**src/rtl/sdtrk_pkg.sv**
```systemverilog
package sdtrk_pkg;

  typedef enum logic [3:0] {
    CMD_DESEL, CMD_NOP, CMD_BST, CMD_ACT, CMD_RD,
    CMD_WR, CMD_PRE, CMD_REF, CMD_MRS
  } cmd_e;

  typedef enum logic [1:0] {
    PM_NORMAL = 2'd0,
    PM_PPD    = 2'd1,
    PM_APD    = 2'd2,
    PM_SREF   = 2'd3
  } pmode_e;

  // Map the sampled strobes onto a command.
  function automatic cmd_e decode_cmd(input logic cs_n, input logic ras_n,
                                      input logic cas_n, input logic we_n);
    if (cs_n) return CMD_DESEL;
    case ({ras_n, cas_n, we_n})
      3'b111:  return CMD_NOP;
      3'b110:  return CMD_BST;
      3'b101:  return CMD_RD;
      3'b100:  return CMD_WR;
      3'b011:  return CMD_ACT;
      3'b010:  return CMD_PRE;
      3'b001:  return CMD_REF;
      default: return CMD_MRS;
    endcase
  endfunction

  // True when a precharge reaches a bank: either all-banks, or a matching index.
  function automatic logic pre_hits(input logic all_banks, input logic sel_match);
    return all_banks | sel_match;
  endfunction

  // True when the command is a column access.
  function automatic logic is_access(input cmd_e c);
    return (c == CMD_RD) || (c == CMD_WR);
  endfunction

endpackage

```
**src/rtl/sdtrk_bank_table.sv**
```systemverilog
module sdtrk_bank_table
  import sdtrk_pkg::*;
#(
  parameter int NBANK  = 4,
  parameter int ROW_W  = 12,
  parameter int AP_BIT = 8,
  localparam int BA_W  = $clog2(NBANK)
) (
  input  logic                     clk,
  input  logic                     rst_n,
  input  logic                     exec_en,
  input  cmd_e                     cmd,
  input  logic [BA_W-1:0]          ba,
  input  logic [ROW_W-1:0]         addr,
  output logic [NBANK-1:0]         bank_open,
  output logic [NBANK*ROW_W-1:0]   open_rows,
  output logic                     seq_err_evt,
  output logic                     acc_ok_evt
);

  logic tgt_open;
  logic do_act;
  logic do_pre;

  assign tgt_open    = bank_open[ba];
  assign do_act      = exec_en && (cmd == CMD_ACT) && !tgt_open;
  assign do_pre      = exec_en && (cmd == CMD_PRE);
  assign seq_err_evt = exec_en && (((cmd == CMD_ACT) && tgt_open) ||
                                   (is_access(cmd) && !tgt_open));
  assign acc_ok_evt  = exec_en && is_access(cmd) && tgt_open;

  for (genvar g = 0; g < NBANK; g++) begin : g_bank
    logic sel;
    assign sel = (ba == BA_W'(g));

    always_ff @(posedge clk or negedge rst_n) begin
      if (!rst_n) begin
        bank_open[g]                 <= 1'b0;
        open_rows[g*ROW_W +: ROW_W]  <= '0;
      end else if (do_act && sel) begin
        bank_open[g]                 <= 1'b1;
        open_rows[g*ROW_W +: ROW_W]  <= addr;
      end else if (do_pre && pre_hits(addr[AP_BIT], sel)) begin
        bank_open[g]                 <= 1'b0;
      end
    end
  end

endmodule

```
**src/rtl/sdtrk_access_window.sv**
```systemverilog
module sdtrk_access_window #(
  parameter int BURST_CYC = 4,
  localparam int CNT_W    = $clog2(BURST_CYC + 1)
) (
  input  logic clk,
  input  logic rst_n,
  input  logic start,
  output logic acc_active
);

  logic [CNT_W-1:0] cnt_q;

  always_ff @(posedge clk or negedge rst_n) begin
    if (!rst_n)          cnt_q <= '0;
    else if (start)      cnt_q <= CNT_W'(BURST_CYC);
    else if (cnt_q != 0) cnt_q <= cnt_q - 1'b1;
  end

  assign acc_active = (cnt_q != '0);

endmodule

```
**src/rtl/sdtrk_power_ctrl.sv**
```systemverilog
module sdtrk_power_ctrl
  import sdtrk_pkg::*;
(
  input  logic   clk,
  input  logic   rst_n,
  input  logic   cke,
  input  cmd_e   cmd,
  input  logic   any_open,
  input  logic   acc_active,
  output pmode_e mode,
  output logic   exec_en,
  output logic   ref_err_evt,
  output logic   cke_err_evt
);

  pmode_e mode_q, mode_d;
  logic   wake_s1, wake_s2;
  logic   in_sref;

  assign in_sref     = (mode_q == PM_SREF);
  assign exec_en     = (mode_q == PM_NORMAL) && cke;
  assign ref_err_evt = (mode_q == PM_NORMAL) && !cke && (cmd == CMD_REF) && any_open;
  assign cke_err_evt = (mode_q == PM_NORMAL) && !cke && acc_active;
  assign mode        = mode_q;

  always_comb begin
    mode_d = mode_q;
    case (mode_q)
      PM_NORMAL: if (!cke) begin
        if ((cmd == CMD_REF) && !any_open) mode_d = PM_SREF;
        else if (any_open)                 mode_d = PM_APD;
        else                               mode_d = PM_PPD;
      end
      PM_PPD, PM_APD: if (cke) mode_d = PM_NORMAL;
      default:        if (wake_s2) mode_d = PM_NORMAL;
    endcase
  end

  // The chain only runs in self refresh, so stale highs cannot cause a false exit.
  always_ff @(posedge clk or negedge rst_n) begin
    if (!rst_n) begin
      mode_q  <= PM_NORMAL;
      wake_s1 <= 1'b0;
      wake_s2 <= 1'b0;
    end else begin
      mode_q  <= mode_d;
      wake_s1 <= in_sref & cke;
      wake_s2 <= in_sref & wake_s1;
    end
  end

endmodule

```
**src/rtl/sdram_state_tracker.sv**
```systemverilog
module sdram_state_tracker
  import sdtrk_pkg::*;
#(
  parameter int NBANK     = 4,
  parameter int ADDR_W    = 12,
  parameter int AP_BIT    = 8,
  parameter int BURST_CYC = 4,
  localparam int BA_W     = $clog2(NBANK)
) (
  input  logic                    clk,
  input  logic                    rst_n,
  input  logic                    cke,
  input  logic                    cs_n,
  input  logic                    ras_n,
  input  logic                    cas_n,
  input  logic                    we_n,
  input  logic [BA_W-1:0]         ba,
  input  logic [ADDR_W-1:0]       addr,
  output logic [NBANK-1:0]        bank_open,
  output logic [NBANK*ADDR_W-1:0] open_rows,
  output logic [1:0]              pwr_mode,
  output logic                    mrs_valid,
  output logic                    mrs_ext,
  output logic [ADDR_W-1:0]       mrs_opcode,
  output logic                    err_seq,
  output logic                    err_cke
);

  cmd_e   cmd;
  pmode_e mode;
  logic   exec_en;
  logic   seq_err_evt, acc_ok_evt, ref_err_evt, cke_err_evt;
  logic   acc_active;
  logic   mrs_evt;

  assign cmd     = decode_cmd(cs_n, ras_n, cas_n, we_n);
  assign mrs_evt = exec_en && (cmd == CMD_MRS);

  sdtrk_bank_table #(.NBANK(NBANK), .ROW_W(ADDR_W), .AP_BIT(AP_BIT)) u_banks (
    .clk(clk), .rst_n(rst_n), .exec_en(exec_en), .cmd(cmd), .ba(ba), .addr(addr),
    .bank_open(bank_open), .open_rows(open_rows),
    .seq_err_evt(seq_err_evt), .acc_ok_evt(acc_ok_evt)
  );

  sdtrk_access_window #(.BURST_CYC(BURST_CYC)) u_window (
    .clk(clk), .rst_n(rst_n), .start(acc_ok_evt), .acc_active(acc_active)
  );

  sdtrk_power_ctrl u_power (
    .clk(clk), .rst_n(rst_n), .cke(cke), .cmd(cmd), .any_open(|bank_open),
    .acc_active(acc_active), .mode(mode), .exec_en(exec_en),
    .ref_err_evt(ref_err_evt), .cke_err_evt(cke_err_evt)
  );

  assign pwr_mode = mode;

  always_ff @(posedge clk or negedge rst_n) begin
    if (!rst_n) begin
      mrs_valid  <= 1'b0;
      mrs_ext    <= 1'b0;
      mrs_opcode <= '0;
      err_seq    <= 1'b0;
      err_cke    <= 1'b0;
    end else begin
      mrs_valid <= mrs_evt;
      err_seq   <= seq_err_evt | ref_err_evt;
      err_cke   <= cke_err_evt;
      if (mrs_evt) begin
        mrs_ext    <= ba[0];
        mrs_opcode <= addr;
      end
    end
  end

endmodule

```
**config.mk**
```make
export PLATFORM = sky130hd
export DESIGN_NAME = sdram_state_tracker
export DESIGN_NICKNAME = d
export VERILOG_FILES = /design/src/rtl/sdtrk_pkg.sv /design/src/rtl/sdtrk_bank_table.sv /design/src/rtl/sdtrk_access_window.sv /design/src/rtl/sdtrk_power_ctrl.sv /design/src/rtl/sdram_state_tracker.sv
export SDC_FILE = /design/constraint.sdc
export NUM_CORES = 1
export LEC_CHECK = 0
export BUFFER_PORTS_ARGS = -buffer_cell sky130_fd_sc_hd__buf_2
export CORE_MARGIN = 1.5
export CORE_UTILIZATION = 30
export CTS_BUF_LIST = sky130_fd_sc_hd__clkbuf_2
export DETAILED_ROUTE_END_ITERATION = 8
export SYNTH_ARGS = -nofsm -noshare
export SYNTH_HDL_FRONTEND = slang
export SYNTH_SLANG_ARGS = --single-unit
export TNS_END_PERCENT = 5
```
**constraint.sdc**
```tcl
create_clock -name clk -period 2.3 [get_ports clk]
set_input_delay 0.575 -clock clk [delete_from_list [all_inputs] [get_ports clk]]
set_output_delay 0.575 -clock clk [all_outputs]
set_load 0.02 [all_outputs]
```
==> impl_results.md, run 1 <==
* Most used cell, CP: buf_4
* Largest area contributor in the netlist: dfrtp_1
* Slowest-stage cell, CP: dfrtp_1
* Max Root-Sink Buffers at 2
* CTS tree: built
* HP Class: in -> reg
* Routed Antenna Nets at 0
* Reg clk slew, reported paths at 220 ps
* Slew @ Worst Pin at 584 ps
* P_leak at 2.17 nW
* Diode count at 0
* GR Util All Layers at 13.7%
* Buffers on Ports at 90
* Final Cycle Share at 87.4%
* Horiz. Die Dim at 105 um
* Post-cts sizing count at 0
* Pre-CTS WS at approximately 200 ps
* Layout area overhead at 27.6%
* PD cells at 936 nW/um^2
* CP Max Fanout at 8
* Max-slew violations at 0
* CTS Buf Count at 9
* Number of synthesized flops with an enable pin at 0
* IR drop worst, VDD at 0.000314 V
* Pin count of the biggest net entering global routing at 41
* Register area share after synthesis at 59.9%
* Crit-path max cell delay at between 400 and 500 ps
* Net Count, Synth at between 200 and 250
* Cell variety after synth at 34
* Setup TNS at 0 ps
* Share of cells above drive strength 1 at 57.5%
* Antenna violations before repair at 0
* Final Hold Fails at 0
* #FFs+latches synth at 75
* Vias/cell at 4.50
* TritonRoute pass-1 iters at 4
* Core ar. at 10200 um^2
* Crit path cell chain: inv_1 -> ha_1 -> nand4bb_1 -> buf_4 -> or3_1 -> buf_4 -> mux2_4
* Worst-Skew Late Latency at between 500 and 600 ps
* Count leader, synth: dfrtp_1
* DIE HEIGHT at between 100 and 150 um
* GRT overflow at 0
* Final setup margin at 289 ps
* DR iter-0 viols at 71
* Mean Syn Cell Area at 14.9 um^2
* Crit Path Class: reg -> reg
* DP HPWL at 5180 um
* Tmin final at 2010 ps
* Crit path max-delay family: buffers and inverters
* Number of H-tree levels at 3
* Crit path depth at 7
* Max frequency at slightly below 0.5 GHz
* Met3 Use GR at roughly 4.5%
* Yosys warning total at 0
* CP required at 2700 ps
* Post-CTS setup repair buffer count at 0
* Most common flop cell mapped by yosys: dfrtp_1
* Top cells by area, synth: dfrtp_1, mux2_2, mux2_4, ha_1, mux2i_1
* Worst R2R Path Depth at 7
* Startpoint types: flop
* GPL Wtd Cong at 0.764
* Avg WL per Cell at 15.5 um
* Status: finished, final reports clean
* Ys async rst share at 100%
* Syn Std Cell Area at 3130 um^2
* Vias in the first global route at between 2000 and 2500
* Fin util at 39.1%
* Initial core utilization at between 30% and 40%
* Top cell type's share of synthesized area at 59.9%
* CTS sink cnt at 75
* GR peak layer: met2
* Post-route DRC at 0
* GR Util met1 at 18.2%
* Worst slew margin at 60.6%
* MaxCap Viol Count at 0
* RSZ-0062 raised after global routing: no
* Total Wirelength at about 7100 um
* Crit path buf inv count at 3
* Clk root buf: clkbuf_2
* Top post-synthesis cells by count: dfrtp_1, mux2_2, inv_1, mux2_4
* Critical path capture point type: flop
* Hold depth at 2
* Clk_skew at 20.1 ps
* WP data arrival at around 2400 ps
* First-pass GRT wire length at 11500 um
* Setup violations, final at 0
* Met2 usage at ~20%
* Total I/O pin count at 91
* # nets final at 343
* Cells after Synth at 210
* Die ar. at 11100 um^2
* Rows at 37
* DR vias at 2063
[cell families after synthesis]
| logic type | Yosys count | synth area share [%] |
|---|---|---|
| muxes | 67 | 25.4 |
| adders and majority gates | 4 | 1.60 |
| AOI/OAI and AO/OA | 11 | 2.24 |
| xor gates and xnor gates | 1 | 0.280 |
| and+or+nand+nor | 34 | 7.55 |
| DFF | 75 | 59.9 |
| buffers and inverters | 18 | 3.08 |
[area by class of cell]
type,count,area (um^2)
Multi-Input combinational cell,117,1190
Tap cell,136,170
Fill cell,1004,6230
Clock inverter,6,81.3
Timing Repair Buffer,105,593
Sequential cell,75,1880
Clock buffer,9,45.0
Inverter,10,37.5
[report_power, final]
part	switching, mW	internal, mW
sequential	0.186	1.58
combinational	0.657	0.525
clock	0.446	0.347
[worst paths after layout]
| path | from | to | slack [ps] |
|---|---|---|---|
| setup / recovery | u_power.mode[0] | mrs_opcode[9] | 290 |
| setup reg to reg | u_power.mode[0] | mrs_opcode[9] | 290 |
| min in group asynchronous | rst_n | mrs_opcode[6] | 540 |
| hold / removal | addr[6] | mrs_opcode[6] | 320 |
| max in group asynchronous | rst_n | u_banks.open_rows[47] | 1060 |
| hold reg to reg | u_power.wake_s1 | u_power.wake_s2 | 480 |
[cells in the final DEF (no fill, tap or decap), drive strengths merged, types with 2 or more instances in the layout]
cell	instances
nand2b	5
a21oi	4
nor4	3
ha	4
inv	10
mux2i	4
nor2	3
clkinv	4
buf	104
nand2	3
nor2b	3
mux2	62
o31a	2
nor3	2
and2	4
clkbuf	9
bufinv	2
o21ai	2
dfrtp	75
nor4b	2
nand4	2
[stage by stage]
stage	hold WS [ps]	cell area [um^2]	cells	power [mW]
CTS	278	4000	458	3.80
global placement	446	3860	442	2.96
global route	271	4000	458	3.96
finish	318	4000	458	3.74
floorplan	279	3130	210	2.53
detailed placement	459	3860	442	2.99
[layer usage]
layer | part of all wire, % | wire, um | vias to the layer above
met5 | 0 | 0 | -
met2 | 46 | 3240 | 58
met4 | 1.6 | 111 | 0
met3 | 6.0 | 426 | 10
met1 | 47 | 3320 | 1028
li1 | - | - | 967
[sequential cells by signal, summed over array words and instances (netlist names)]
name and count:
u_power.wake_s2 1, err_seq 1, u_banks.open_rows 48, u_window.cnt_q 3
mrs_opcode 12, u_power.mode 2, u_power.wake_s1 1, mrs_ext 1
mrs_valid 1, u_banks.bank_open 4, err_cke 1
[repair_timing]
action,4_1_cts,5_1_grt
setup endpoints to repair,0,0
hold endpoints to repair,34,0
hold buffers,1,0
(Power assumes the default switching activity.)
==> inputs of run 2 (changes only) <==
--- a/config.mk
+++ b/config.mk
@@ -12,5 +12,6 @@
 export DETAILED_ROUTE_END_ITERATION = 8
 export SYNTH_ARGS = -nofsm -noshare
 export SYNTH_HDL_FRONTEND = slang
+export SYNTH_HIERARCHICAL = 1
 export SYNTH_SLANG_ARGS = --single-unit
 export TNS_END_PERCENT = 5
==> impl_results.md, run 2 <==
* Top cell type's share of synthesized area at 55.8%
* Register area share after synthesis at 55.8%
* GRT overflow at 0
* Crit-path max cell delay at 460 ps
* Register area at 1880 um^2
* Startpoint types: flop
* Vias/cell at 4.51
* HP Class: in -> reg
* Antenna violations before repair at 0
* WP data arrival at 2520 ps
* Routed Antenna Nets at 0
* Final Cycle Share at 91.3%
* Final Hold Fails at 0
* Horiz. Die Dim at 109 um
* Hold Buf Count CTS at 1
* CTS Buf Count at 9
* PD cells at 997 nW/um^2
* DR iter-0 viols at 73
* Fin util at a little under two fifths
* Count leader, synth: dfrtp_1
* Most common flop cell mapped by yosys: dfrtp_1
* Status: finished, final reports clean
* Critical path capture point type: flop
* GR Util All Layers at 13.3%
* CTS sink cnt at 75
* # nets final at around 350
* Worst slew margin at about two thirds
* CP required at roughly 2700 ps
* Final setup margin at 200 ps
* Total Wirelength at 7340 um
* Top post-synthesis cells by count: dfrtp_1, mux2_2, mux2_4, nor2_1
* IR drop worst, VDD at just over 0.0005 V
* Ys async rst share at 100%
* Post-cts sizing count at 0
* RSZ-0062 raised after global routing: no
* Diode count at 0
* Initial core utilization at 30.9%
* Crit Path Class: reg -> reg
* Share of cells above drive strength 1 at 57.2%
* Syn Std Cell Area at 3360 um^2
* Dpl cells at 451
* Layout area overhead at 23.3%
* Largest regs: u_banks/open_rows: 48 flops, mrs_opcode: 12 flops, u_banks/bank_open: 4 flops
* Buffers on Ports at 90
* MaxCap Viol Count at 0
* Cell variety after synth at 41
* First-pass GRT wire length at 11500 um
* Max-slew violations at 0
* Avg WL per Cell at 15.7 um
* Die ar. at 11900 um^2
* Post-route DRC at 0
* Top cells by area, synth: dfrtp_1, mux2_4, mux2_2, buf_6, nand4_4
* Rows at 38
* Setup violations, final at 0
* Number of synthesized flops with an enable pin at 0
* Setup TNS at 0 ps
* Reg clk slew, reported paths at 200 ps
* FILL cells at 1060
* Slowest-stage cell, CP: dfrtp_1
* Net Count, Synth at 246
* GPL Wtd Cong at 0.737
* Core ar. at 10900 um^2
* Commonest non-fill, non-tap cell in the layout: buf_2
* P_leak at 2.32 nW
* Vias in the first global route at 2073
* Worst-Skew Late Latency at 510 ps
* Max reg flops at 48
* Post-CTS setup repair buffer count at 0
* Largest area contributor in the netlist: dfrtp_1
* CTS tree: built
* DR vias at about 2100
* Area of the multi-input gates at 1370 um^2
* Pre-CTS WS at -93.4 ps
* Dpl cell area at 4010 um^2
* DP HPWL at 5200 um
* Top reg by flops: u_banks/open_rows
* Cells after Synth at 221
* Tmin final at around 2100 ps
* Non-filler cells, final at ~470
* #FFs+latches synth at 75
* Number of H-tree levels at 3
* CP Max Fanout at 13
* Slew @ Worst Pin at 488 ps
* TritonRoute pass-1 iters at 4
* Total I/O pin count at between 90 and 100
* Yosys warning total at 6
* Commonest cells after routing, fill and taps aside: buf_2, dfrtp_1, mux2_2
* Mean Syn Cell Area at 15.2 um^2
* Clk root buf: clkbuf_2
* Clk_skew at 25.2 ps
* Pin count of the biggest net entering global routing at 40
* Power, Total at 4.13 mW
* Worst Hold Slack at between 300 and 400 ps
* Max frequency at 0.476 GHz
* Design Area, Final at 4150 um^2
* Max Root-Sink Buffers at 2
* DIE HEIGHT at 109 um
* Crit path cell chain: inv_1 -> ha_1 -> and2_4 -> and2b_2 -> nand4_4 -> mux2_4
==> run 2: layer usage <==
metal / track usage [%] / part of all wire [%] / vias to the layer above
li1: - / - / 994
met1: 17.4 / 45 / 1045
met2: 20.0 / 48 / 54
met3: 4.48 / 5.3 / 14
met4: 5.55 / 1.7 / 0
met5: 0 / 0 / -
==> run 2: final timing paths <==
kind	start	endpoint	slack, ps	cells past startpoint
min reg2reg	u_power/wake_s1	u_power/wake_s2	490	1
min in group asynchronous	rst_n	mrs_opcode[8]	510	2
max in group asynchronous	rst_n	mrs_opcode[0]	1180	3
max reg2reg	u_power/mode[0]	u_banks/open_rows[13]	200	6
min	cke	u_power/wake_s1	310	2
max	u_power/mode[0]	u_banks/open_rows[13]	200	6
==> run 2: report_power, final <==
group	internal (mW)	switching, mW
sequential	1.64	0.192
combinational	0.669	0.808
clock	0.354	0.470
==> run 2: worst max-delay path, delay by kind of cell (launching register included) <==
family	cells	cell delay (ps)
adder cells (fa/ha/maj)	1	170
AND/OR/NAND/NOR	3	900
flip-flops	1	460
multiplexers	1	410
buffers and inverters	1	70
==> run 2: cells by family after synthesis <==
kind of cell / share of synthesized area, %
xor+xnor: 0.521
flops: 55.8
simple gates: 10.4
buf+inv: 3.31
compound gates: 3.80
mux: 24.7
fa+ha+maj: 1.49
==> run 2: area by class of cell <==
class	instances	area share, %
Sequential cell	75	45.3
Multi-Input combinational cell	131	33.1
Timing Repair Buffer	100	13.7
Tap cell	140	4.23
Clock inverter	5	1.90
Clock buffer	10	1.21
Inverter	6	0.543
==> inputs of run 3 (changes only) <==
--- a/config.mk
+++ b/config.mk
@@ -9,6 +9,7 @@
 export CORE_MARGIN = 1.5
 export CORE_UTILIZATION = 30
 export CTS_BUF_LIST = sky130_fd_sc_hd__clkbuf_2
+export CTS_CLUSTER_DIAMETER = 150
 export DETAILED_ROUTE_END_ITERATION = 8
 export SYNTH_ARGS = -nofsm -noshare
 export SYNTH_HDL_FRONTEND = slang
==> constraint.sdc (replaced) <==
create_clock -name clk -period 2.3 [get_ports clk]
set_input_delay 0.46 -clock clk [delete_from_list [all_inputs] [get_ports clk]]
set_output_delay 0.46 -clock clk [all_outputs]
set_load 0.02 [all_outputs]
==> impl_results.md, run 3 (synthesis results as in run 2) <==
* R2R Setup Slk at between 100 and 150 ps
* Reg-to-reg critical path endpoint: u_banks/open_rows[16]
* IR drop worst, VDD at 0.000310 V
* Crit-path max cell delay at ~460 ps
* Worst Hold End: u_power/wake_s1
* Max-slew violations at 0
* Top reg by flops: u_banks/open_rows
* Commonest cells after routing, fill and taps aside: buf_2, dfrtp_1, mux2_2
* Number of H-tree levels at 3
* Final Hold Fails at 0
* Post-route DRC at 0
* GPL Wtd Cong at 0.732
* First-pass GRT wire length at 12000 um
* Critical R2R Launch: u_power/mode[0]
* Startpoint types: flop
* Slew @ Worst Pin at 568 ps
* GRT overflow at 0
* CTS Buf Count at 9
* Max Root-Sink Buffers at 2
* DP HPWL at 5170 um
* Commonest non-fill, non-tap cell in the layout: buf_2
* Tmin final at 2160 ps
* Max reg flops at 48
* Total I/O pin count at 91
* Hold Crit Start: cke
* CTS sink cnt at 75
* Critical path capture point type: flop
* Crit Path Class: reg -> reg
* Final Cycle Share at between 90% and 100%
* Die ar. at roughly 12000 um^2
* WP data arrival at about 2600 ps
* Avg WL per Cell at 16.4 um
* Worst-Skew Late Latency at between 500 and 600 ps
* Initial core utilization at 30.9%
* Buffers on Ports at 90
* # nets final at 344
* Core ar. at 10900 um^2
* Pin count of the biggest net entering global routing at 39
* Setup violations, final at 0
* RSZ-0062 raised after global routing: no
* Total Wirelength at roughly 7600 um
* Share of cells above drive strength 1 at 57.1%
* Max frequency at 0.464 GHz
* Post-cts sizing count at 0
* Worst slew margin at 62.0%
* Horiz. Die Dim at 109 um
* PD cells at roughly 1000 nW/um^2
* Worst R2R Path Depth at 6
* Slowest-stage cell, CP: dfrtp_1
* P_leak at 2.30 nW
* GR Util All Layers at between 10% and 20%
* Hold depth at 2
* Non-filler cells, final at 464
* Dpl cells at 447
* Largest regs: u_banks/open_rows: 48 flops, mrs_opcode: 12 flops, u_banks/bank_open: 4 flops
* Clk_skew at 37.4 ps
* Status: finished, final reports clean
* Crit path max-delay family: simple AND/OR/NAND/NOR gates
* DR vias at 2120
* Routed Antenna Nets at 0
* DIE HEIGHT at 109 um
* DR iter-0 viols at 44
* Reg clk slew, reported paths at ~230 ps
* Crit path buf inv count at 1
* Worst Hold Slack at around 160 ps
* TritonRoute pass-1 iters at 4
* CTS tree: built
* Vias/cell at 4.57
* Vias in the first global route at 2216
* Clk root buf: clkbuf_2
* HP Class: in -> reg
* CP Max Fanout at 13
* Antenna violations before repair at 0
* MaxCap Viol Count at 0
* Rows at 38
* Crit path cell chain: inv_1 -> ha_1 -> and2_4 -> and2b_2 -> nand4_4 -> mux2_4
* CP required at 2710 ps
* Diode count at 0
* Layout area overhead at 21.8%
[run 3: cell count changes in the layout (fill, tap and decap cells not counted), sizes merged]
cell	delta
buf	-4
clkbuf	+1
clkinv	+1
clkinvlp	-1
[run 3: repair_timing]
item | in CTS | in global routing
hold buffers | 1 | 0
endpoints found under the hold margin | 37 | 0
setup buffers | 0 | 0
[run 3: power by group]
| part | total (mW) | switching [mW] | internal (mW) | leakage (nW) |
|---|---|---|---|---|
| Sequential | 1.83 | 0.196 | 1.64 | 1.00 |
| Combinational | 1.48 | 0.811 | 0.666 | 1.21 |
| Clock | 0.839 | 0.474 | 0.365 | 0.0819 |
| Total | 4.15 | 1.48 | 2.67 | 2.30 |
[run 3: worst max path at each step]
stage	slack [ps]	startpoint	cells past startpoint	endpoint
after floorplan	290	cas_n	7	u_banks/open_rows[12]
after global placement	-50	we_n	7	u_banks/open_rows[15]
after detailed placement	-90	ras_n	7	u_banks/open_rows[18]
after CTS	130	u_power/mode[0]	6	u_banks/open_rows[16]
after global routing	20	u_power/mode[0]	6	u_banks/open_rows[16]
final	140	u_power/mode[0]	6	u_banks/open_rows[16]
[run 3: worst register-to-register path, delay by kind of cell (launching register included)]
| kind | cells | cell delay (ps) |
|---|---|---|
| multiplexers | 1 | 420 |
| adder cells (fa/ha/maj) | 1 | 170 |
| AND/OR/NAND/NOR | 3 | 910 |
| buffers and inverters | 1 | 70 |
| flip-flops | 1 | 460 |
[run 3: cell type report]
class                           count  area (um^2)
Fill cell                        1063         6790
Sequential cell                    75         1880
Multi-Input combinational cell    131         1370
Timing Repair Buffer               96          513
Tap cell                          140          175
Clock inverter                      5         77.6
Clock buffer                       11         55.1
Inverter                            6         22.5
[run 3: stage by stage]
step	total power, mW	setup WS, ps	utilization (%)	TNS, ps	area [um^2]
final	4.15	143	37.6	0	4090
after global routing	4.42	24.7	37.6	0	4090
after CTS	4.22	128	37.6	0	4090
after detailed placement	3.35	-89.8	36.3	-2130	3950
after global placement	3.30	-50.4	36.3	-1040	3950
after floorplan	2.85	288	-	0	3360
[run 3: layer usage]
metal / vias to the layer above / track usage (%) / wire, um
met1: 1080 / 16.5 / 3270
met4: 0 / 7.61 / 146
met3: 11 / 3.35 / 371
li1: 980 / - / -
met5: - / 0 / 0
met2: 49 / 22.7 / 3830
